<file path="src/rtl/cds_pkg.sv">
package cds_pkg;
   localparam int OUT_W = 8;
   typedef logic [OUT_W-1:0] pix_t;
endpackage

</file>
<file path="src/rtl/cds_scan_addr.sv">
module cds_scan_addr #(
   parameter int FRAME = 204800,
   parameter int AW    = 18
) (
   input  logic          clk,
   input  logic          rst_n,
   input  logic          in_valid,
   input  logic          in_sof,
   output logic [AW-1:0] cur_addr
);
   localparam logic [AW-1:0] LAST = AW'(FRAME - 1);

   logic [AW-1:0] nxt_addr;

   assign cur_addr = in_sof ? '0 : nxt_addr;

   always_ff @(posedge clk or negedge rst_n) begin
      if (!rst_n)
         nxt_addr <= '0;
      else if (in_valid)
         nxt_addr <= (cur_addr == LAST) ? '0 : cur_addr + 1'b1;
   end

   assert_addr_wrap_R3: assert property (@(posedge clk) disable iff (!rst_n)
      (in_valid && cur_addr == LAST) |=> (nxt_addr == '0));
   assert_addr_range_R3: assert property (@(posedge clk) disable iff (!rst_n)
      cur_addr <= LAST);
endmodule

</file>
<file path="src/rtl/cds_mask_pend.sv">
module cds_mask_pend #(
   parameter int AW = 18
) (
   input  logic          clk,
   input  logic          rst_n,
   input  logic          mask_we,
   input  logic [AW-1:0] mask_addr,
   input  logic          mask_set,
   input  logic          probe_valid,
   input  logic [AW-1:0] probe_addr,
   input  logic          stored_bit,
   output logic          eff_bit
);
   logic          pend_valid;
   logic [AW-1:0] pend_addr;
   logic          pend_bit;
   logic          hit;

   assign hit     = pend_valid && probe_valid && (pend_addr == probe_addr);
   assign eff_bit = hit ? pend_bit : stored_bit;

   always_ff @(posedge clk or negedge rst_n) begin
      if (!rst_n) begin
         pend_valid <= 1'b0;
         pend_addr  <= '0;
         pend_bit   <= 1'b0;
      end else if (mask_we) begin
         pend_valid <= 1'b1;
         pend_addr  <= mask_addr;
         pend_bit   <= mask_set;
      end else if (hit) begin
         pend_valid <= 1'b0;
      end
   end

   assert_pend_consumed_R6: assert property (@(posedge clk) disable iff (!rst_n)
      (hit && !mask_we) |=> !pend_valid);
endmodule

</file>
<file path="src/rtl/cds_diff_clamp.sv">
module cds_diff_clamp #(
   parameter int IN_W  = 10,
   parameter int OUT_W = 8
) (
   input  logic [IN_W-1:0]  cur,
   input  logic [IN_W-1:0]  prev,
   output logic [OUT_W-1:0] res
);
   logic [IN_W:0] diff;

   assign diff = {1'b0, cur} - {1'b0, prev};

   if (IN_W > OUT_W) begin : g_wide
      always_comb begin
         if (diff[IN_W])
            res = '0;
         else if (|diff[IN_W-1:OUT_W])
            res = '1;
         else
            res = diff[OUT_W-1:0];
      end
   end else begin : g_narrow
      always_comb begin
         if (diff[IN_W])
            res = '0;
         else
            res = OUT_W'(diff[IN_W-1:0]);
      end
   end
endmodule

</file>
<file path="src/rtl/cds_frame_engine.sv">
module cds_frame_engine
   import cds_pkg::*;
#(
   parameter int ROW_PIX = 640,
   parameter int COLS    = 320,
   parameter int IN_W    = 10,
   localparam int FRAME  = ROW_PIX * COLS,
   localparam int AW     = $clog2(FRAME),
   localparam int DW     = IN_W + 1
) (
   input  logic             clk,
   input  logic             rst_n,
   input  logic             in_valid,
   input  logic             in_sof,
   input  logic [IN_W-1:0]  in_sample,
   input  logic             mask_we,
   input  logic [AW-1:0]    mask_addr,
   input  logic             mask_set,
   output logic             sram_re,
   output logic [AW-1:0]    sram_raddr,
   input  logic [DW-1:0]    sram_rdata,
   output logic             sram_we,
   output logic [AW-1:0]    sram_waddr,
   output logic [DW-1:0]    sram_wdata,
   output logic             out_valid,
   output logic [OUT_W-1:0] out_pix,
   output logic [AW-1:0]    out_idx
);
   localparam logic [AW-1:0] LAST = AW'(FRAME - 1);

   if (FRAME < 3) begin : g_bad_frame
      $error("cds_frame_engine: raster must hold at least 3 pixels");
   end
   if (IN_W < OUT_W) begin : g_bad_width
      $error("cds_frame_engine: sample width below output width");
   end

   logic [AW-1:0]   cur_addr;
   logic            s1_valid;
   logic [AW-1:0]   s1_addr;
   logic [IN_W-1:0] s1_sample;
   logic            ref_ready;
   logic            eff_mask;
   pix_t            clamped;
   logic [IN_W-1:0] prev_sample;

   cds_scan_addr #(.FRAME(FRAME), .AW(AW)) u_addr (
      .clk(clk), .rst_n(rst_n), .in_valid(in_valid), .in_sof(in_sof),
      .cur_addr(cur_addr)
   );

   assign sram_re    = in_valid;
   assign sram_raddr = cur_addr;

   always_ff @(posedge clk or negedge rst_n) begin
      if (!rst_n) begin
         s1_valid  <= 1'b0;
         s1_addr   <= '0;
         s1_sample <= '0;
      end else begin
         s1_valid  <= in_valid;
         s1_addr   <= cur_addr;
         s1_sample <= in_sample;
      end
   end

   assign prev_sample = sram_rdata[IN_W-1:0];

   cds_mask_pend #(.AW(AW)) u_mask (
      .clk(clk), .rst_n(rst_n), .mask_we(mask_we), .mask_addr(mask_addr),
      .mask_set(mask_set), .probe_valid(s1_valid), .probe_addr(s1_addr),
      .stored_bit(sram_rdata[IN_W]), .eff_bit(eff_mask)
   );

   cds_diff_clamp #(.IN_W(IN_W), .OUT_W(OUT_W)) u_clamp (
      .cur(s1_sample), .prev(prev_sample), .res(clamped)
   );

   assign sram_we    = s1_valid;
   assign sram_waddr = s1_addr;
   assign sram_wdata = {eff_mask, s1_sample};

   always_ff @(posedge clk or negedge rst_n) begin
      if (!rst_n) begin
         ref_ready <= 1'b0;
         out_valid <= 1'b0;
         out_pix   <= '0;
         out_idx   <= '0;
      end else begin
         if (s1_valid && s1_addr == LAST)
            ref_ready <= 1'b1;
         out_valid <= s1_valid && ref_ready;
         out_pix   <= eff_mask ? '0 : clamped;
         out_idx   <= s1_addr;
      end
   end

   assert_wb_same_addr_R2: assert property (@(posedge clk) disable iff (!rst_n)
      sram_re |=> (sram_we && sram_waddr == $past(sram_raddr)));
   assert_wb_sample_R2: assert property (@(posedge clk) disable iff (!rst_n)
      sram_re |=> (sram_wdata[IN_W-1:0] == $past(in_sample)));
   assert_no_early_out_R5: assert property (@(posedge clk) disable iff (!rst_n)
      out_valid |-> $past(ref_ready));
   assert_clamp_low_R4: assert property (@(posedge clk) disable iff (!rst_n)
      (s1_valid && ref_ready && s1_sample <= prev_sample) |=> (out_pix == '0));
   assert_mask_zero_R6: assert property (@(posedge clk) disable iff (!rst_n)
      (s1_valid && eff_mask) |=> (out_pix == '0));
   assert_one_out_R1: assert property (@(posedge clk) disable iff (!rst_n)
      (s1_valid && ref_ready) |=> out_valid);
endmodule

</file>
<file path="config.mk">
export PLATFORM = sky130hd
export DESIGN_NAME = cds_frame_engine
export DESIGN_NICKNAME = d
export VERILOG_FILES = /design/src/rtl/cds_pkg.sv /design/src/rtl/cds_scan_addr.sv /design/src/rtl/cds_mask_pend.sv /design/src/rtl/cds_diff_clamp.sv /design/src/rtl/cds_frame_engine.sv
export SDC_FILE = /design/constraint.sdc
export NUM_CORES = 1
export LEC_CHECK = 0
export BUFFER_PORTS_ARGS = -buffer_cell sky130_fd_sc_hd__buf_2
export CORE_ASPECT_RATIO = 0.8
export CORE_MARGIN = 2
export CORE_UTILIZATION = 30
export CTS_CLUSTER_DIAMETER = 200
export DETAILED_ROUTE_END_ITERATION = 12
export GPL_TIMING_DRIVEN = 0
export MAX_ROUTING_LAYER = met4
export PLACE_DENSITY = 0.6
export SLEW_MARGIN = 20
export SYNTH_ARGS = -nofsm -noshare
export SYNTH_HDL_FRONTEND = slang
export SYNTH_SLANG_ARGS = --single-unit
</file>
<file path="constraint.sdc">
create_clock -name clk -period 3.4 [get_ports clk]
set_input_delay 0.68 -clock clk [delete_from_list [all_inputs] [get_ports clk]]
set_output_delay 0.68 -clock clk [all_outputs]
set_load 0.01 [all_outputs]
</file>
Yosys cells after proc, flatten, opt, wreduce, memory -nomap -nowiden
Index checks and enable logic that the tools add are counted.
Operators by class
  add/sub/neg operators: 2
  multiply operators: 0
  divide/modulo/power cells: 0
  $lt $le $gt $ge: 0
  equal/unequal tests: 3
  shifts and indexed selects: 0
  mux-type cells: 8
  bitwise gates (word level): 0
  reduce and logical (&&, ||, !) cells: 6
Operators with widths (number)
  equality test 18 bit (second input constant): 2
  2-to-1 mux 18 bit: 2
  2-to-1 mux 8 bit: 3
  adder 18 x 1 -> 18 bit (second input constant): 1
  equality test 18 bit: 1
  subtractor 10 x 10 -> 11 bit: 1
  logical AND 1 bit: 4
  2-to-1 mux 1 bit: 3
  nonzero test 2 bit: 1
  OR reduction 2 bit: 1
Word-level totals
  bits in registers: 95
  bits in latches: 0
  memory bits (writable): 0
  memory bits (read-only): 0
  output and inout port bits: 76
  memories kept: 0

Longest topological paths before layout
  depth in word-level cells: 5
  gate-level depth with buffers: 10
  depth with buffers taken out: 9

Modules after synthesis
Synthesis repeated with hierarchy kept, for this count alone.
Unflattened totals
  cells, all modules: 362
  area, all modules: 4234.1 um^2
Modules (own cells, without submodules)
  cds_frame_engine: instances 1, cells an instance 75, area each 1547.7 um^2
  cds_scan_addr: instances 1, cells an instance 135, area each 1159.9 um^2
  cds_mask_pend: instances 1, cells an instance 69, area each 970.9 um^2
  cds_diff_clamp: instances 1, cells an instance 83, area each 555.5 um^2

Worst setup path after synthesis
No wires, ideal clock.
  path type: input port to flip-flop
  from: input port in_sof
  to: register u_addr.nxt_addr[3]
  data arrival time: 2.678 ns
  required time: 3.274 ns
  slack: 0.596 ns
  cell stages on the path: 10
  path buffers: 2
  cells stage by stage: buf_2 > buf_1 > nor2_1 > ha_1 > and2_1 > nand4_4 > nor3_4 > or2b_4 > nor3_1 > a311o_1
On the way
  longest elaborated chain between the ends: 3
  elaborated cells on any way between the ends: 4
  classes of those cells: add/sub: 1; eq/ne: 1; mux: 2
Ends and longest elaborated chain
  start: declaration: line cds_frame_engine.sv:14  | input logic in_sof,
  2-to-1 mux 18 bit (*): line cds_scan_addr.sv:15  | assign cur_addr = in_sof ? '0 : nxt_addr;
  net sram_raddr[1]: line cds_frame_engine.sv:20  | output logic [AW-1:0] sram_raddr,
  adder 18 x 1 -> 18 bit / equality test 18 bit (equally long branches): line cds_scan_addr.sv:21  | nxt_addr <= (cur_addr == LAST) ? '0 : cur_addr + 1'b1;
  2-to-1 mux 18 bit (*): line cds_scan_addr.sv:21
  end signal: assignment: line cds_scan_addr.sv:21
  end: declaration: line cds_scan_addr.sv:13  | logic [AW-1:0] nxt_addr;
Mark *: on every way through the listed nets, which the timed path passes. The rest lies on a longest branch.
A chain may end at the register's enable or synchronous reset.

Worst setup path in the final report
  from: input port in_sof
  to: register u_addr.nxt_addr[5]
On the way
  longest elaborated chain between the ends: 3
  elaborated cells on any way between the ends: 4
  classes of those cells: add/sub: 1; eq/ne: 1; mux: 2
Ends and longest elaborated chain (line)
  2-to-1 mux 18 bit (*): cds_scan_addr.sv:15
  adder 18 x 1 -> 18 bit / equality test 18 bit (equally long branches): cds_scan_addr.sv:21
  2-to-1 mux 18 bit (*): cds_scan_addr.sv:21
Mark *: on every way between the ends. The rest lies on a longest branch, timed or not.

==> reports/summary.txt <==
status = finished, final reports clean
critical path depth in cells = 11
Synth warnings = 0
final wirelength = 10550 um
Port Buffers = 120
grt total ovfl = 0
Max stage delay on crit path = 0.36 ns
crit path max fanout = 10
number of global-route vias before repair = 3089
worst skew pair latency = 0.34 ns
reg-to-reg endpoint = out_pix[3]
CTS Hold Bufs = 0
pwr/cell area = 488.4 nW/um^2
Worst path top cell family by delay = simple AND/OR/NAND/NOR gates
cell area after layout = 5243 um^2
largest vdd supply drop = 0.0002155 V
Synth area leader = dfrtp_1
postcts setup bufs = 0
RSZ-0062 raised after global routing = false
initial core utilization = 30.56%
initial antenna violation count = 0
Post-DP Area = 4971 um^2
Pre-antenna DRT Iters = 4
Worst-Margin Slew = 0.7216 ns
largest net degree at the start of global routing = 79
Ports = 121
Final min period = 3.056 ns
Synth Area per Inst = 11.71 um^2
n_diodes = 0
# H-tree levels = 3
TritonCTS Sinks = 95
total power = 0.002561 W
Post-Syn Area = 4111 um^2
Worst setup EP type = flip-flop
ys async rst share = 100.0%
GRT Overall Usage = 15.24%
Std-Cell Rows = 38
setup tns final = 0 ns
FF-to-FF path depth = 9
Setup Viol. Count Final = 0
CTS Root Cell = clkbuf_16
max-slew violations = 0
antenna viol nets, final = 0
sequential area share after synthesis = 57.82%
total CTS buffers = 9
Worst Path Buf+Inv = 3
nets = 540
Reg-to-Reg Start = s1_sample[0]
Slew HR = 51.89%
Area Growth Syn to Fin = 27.51%
Crit path required time = 3.63 ns
setup skew after layout = 0.01279 ns
commonest non-fill, non-tap cell in the layout = buf_2
Finished Core Util = 38.96%
cell count after synthesis = 351
most frequent CP cell = buf_2
register area = 2377 um^2
maxcap violations = 0
Final HPWL DP = 8043 um
type of origin of the critical path = input port
width of the die = 134.9 um
period utilization = 89.88%
Synth Flop Type = dfrtp_1
global-route wire length before repair = 16350 um
top cells by area, synth = dfrtp_1, mux2_2, xor2_1
fmax = 0.3273 GHz
post-synthesis register bit count = 95
Crit path arrival time = 3.28 ns
1st-iter DRT viols = 168
PostCTS Resize Cnt = 0
vias per cell = 4.730
core area = 13460 um^2
CP Cell Sequence = buf_2, buf_2, buf_1, nor2_1, ha_1, and2_1, nand4_4, nor3_4, or2b_4, nor3_1, a311o_1
most frequent cells in the layout = buf_2, dfrtp_1, inv_1
clk slew on worst S/H paths = 0.07 ns
min-delay worst type = input port to async pin
CP Class = input port to flip-flop
DIE AREA = 14660 um^2
via count = 3155
Routed WL per cell = 15.81 um
FF-to-FF setup slack = 0.77 ns
post-synth cell types = 49
Syn Nets = 408
GPL Wtd Cong = 0.8695
post-synth top area share = 57.82%
CTS tree = yes
area of the multi-input gates = 1598 um^2
Filler cells = 1348
slowest CP cell = nor2_1
P_leak = 2.716 nW
drc violations = 0
fraction of layout instances using a drive strength above 1 = 33.68%
CTS Buffer Depth = 2
Post-synth EDFFs = 0
die height = 108.7 um
Final Hold Fails = 0
==> cells in the mapped netlist (2+ instances only) <==
cell type	count
clkbuf_1	5
nand2_1	22
nor2b_1	15
o21a_1	2
nand2b_1	4
mux2_2	18
o31ai_1	5
a21oi_1	10
o21ai_0	11
nor3_1	3
and3_1	3
nor2_1	14
xnor2_1	6
xor2_1	18
a21o_1	7
nand3_1	11
o22ai_1	7
and2_1	5
a311o_1	3
nor4_1	5
ha_1	11
nand4_1	6
dfrtp_1	95
buf_4	2
a31oi_1	13
inv_1	25
a41oi_1	3
==> where the power goes <==
part | internal, W | switching [W]
Sequential | 0.00121 | 0.0000588
Clock | 0.000495 | 0.000427
Combinational | 0.000161 | 0.000210
Total | 0.00186 | 0.000696
==> routing by layer <==
layer	global-route usage (%)	up-vias	wire length, um
li1	-	1504	-
met1	19.35	1508	4486
met2	24.44	134	4992
met3	4.417	9	967
met4	3.158	0	99
met5	-	-	0
==> final cells by class <==
type / instances / area share, %
buffer: 9 / 0.8115
clock buffer: 9 / 4.296
clock inverter: 6 / 0.8831
inverter: 25 / 1.790
multi-input combinational: 222 / 30.48
sequential: 95 / 45.35
tap: 180 / 4.296
timing repair buffer: 121 / 12.10
==> registers in the layout, indices dropped and copies added (netlist names) <==
name               cells
sram_we                1
ref_ready              1
u_addr.nxt_addr       18
out_pix                8
sram_waddr            18
out_valid              1
u_mask.pend_addr      18
u_mask.pend_valid      1
u_mask.pend_bit        1
s1_sample             10
out_idx               18
==> logic make-up (layout without fill, tap and decap cells) <==
group | count (synthesis) | count (layout) | share of synthesized area, %
buffers and inverters | 34 | 170 | 3.317
adder cells (fa/ha/maj) | 12 | 12 | 3.834
multiplexers | 19 | 19 | 5.173
AO/OA/AOI/OAI | 68 | 68 | 11.08
flip-flops | 95 | 95 | 57.82
XOR/XNOR | 24 | 24 | 5.113
AND/OR/NAND/NOR | 99 | 99 | 13.66
==> metrics by stage <==
step / worst slack [ns] / cells / hold slack, ns
CTS: 0.3789 / 667 / 0.1574
global route: 0.1970 / 667 / 0.1598
floorplan: 0.5961 / 351 / 0.3844
global placement: 0.03854 / 651 / 0.4292
finish: 0.3442 / 667 / 0.1687
detailed placement: 0.003940 / 652 / 0.4320
==> worst register-to-register path, stage by stage, from the launching register on <==
cell	delay (ns)
dfrtp_1	0.34
inv_1	0.05
ha_1	0.21
fa_1	0.40
nand2b_1	0.18
a21o_1	0.20
nand3b_1	0.15
nand4_1	0.14
a32oi_1	0.62
a31oi_1	0.18
==> worst max-delay path by stage <==
| stage | startpoint | end |
|---|---|---|
| CTS | in_sof | u_addr.nxt_addr[5] |
| global placement | in_sof | u_addr.nxt_addr[3] |
| detailed placement | in_sof | u_addr.nxt_addr[5] |
| finish | in_sof | u_addr.nxt_addr[5] |
| floorplan | in_sof | u_addr.nxt_addr[3] |
| global route | in_sof | u_addr.nxt_addr[3] |
No activity file was read; power rests on OpenSTA's default activity.
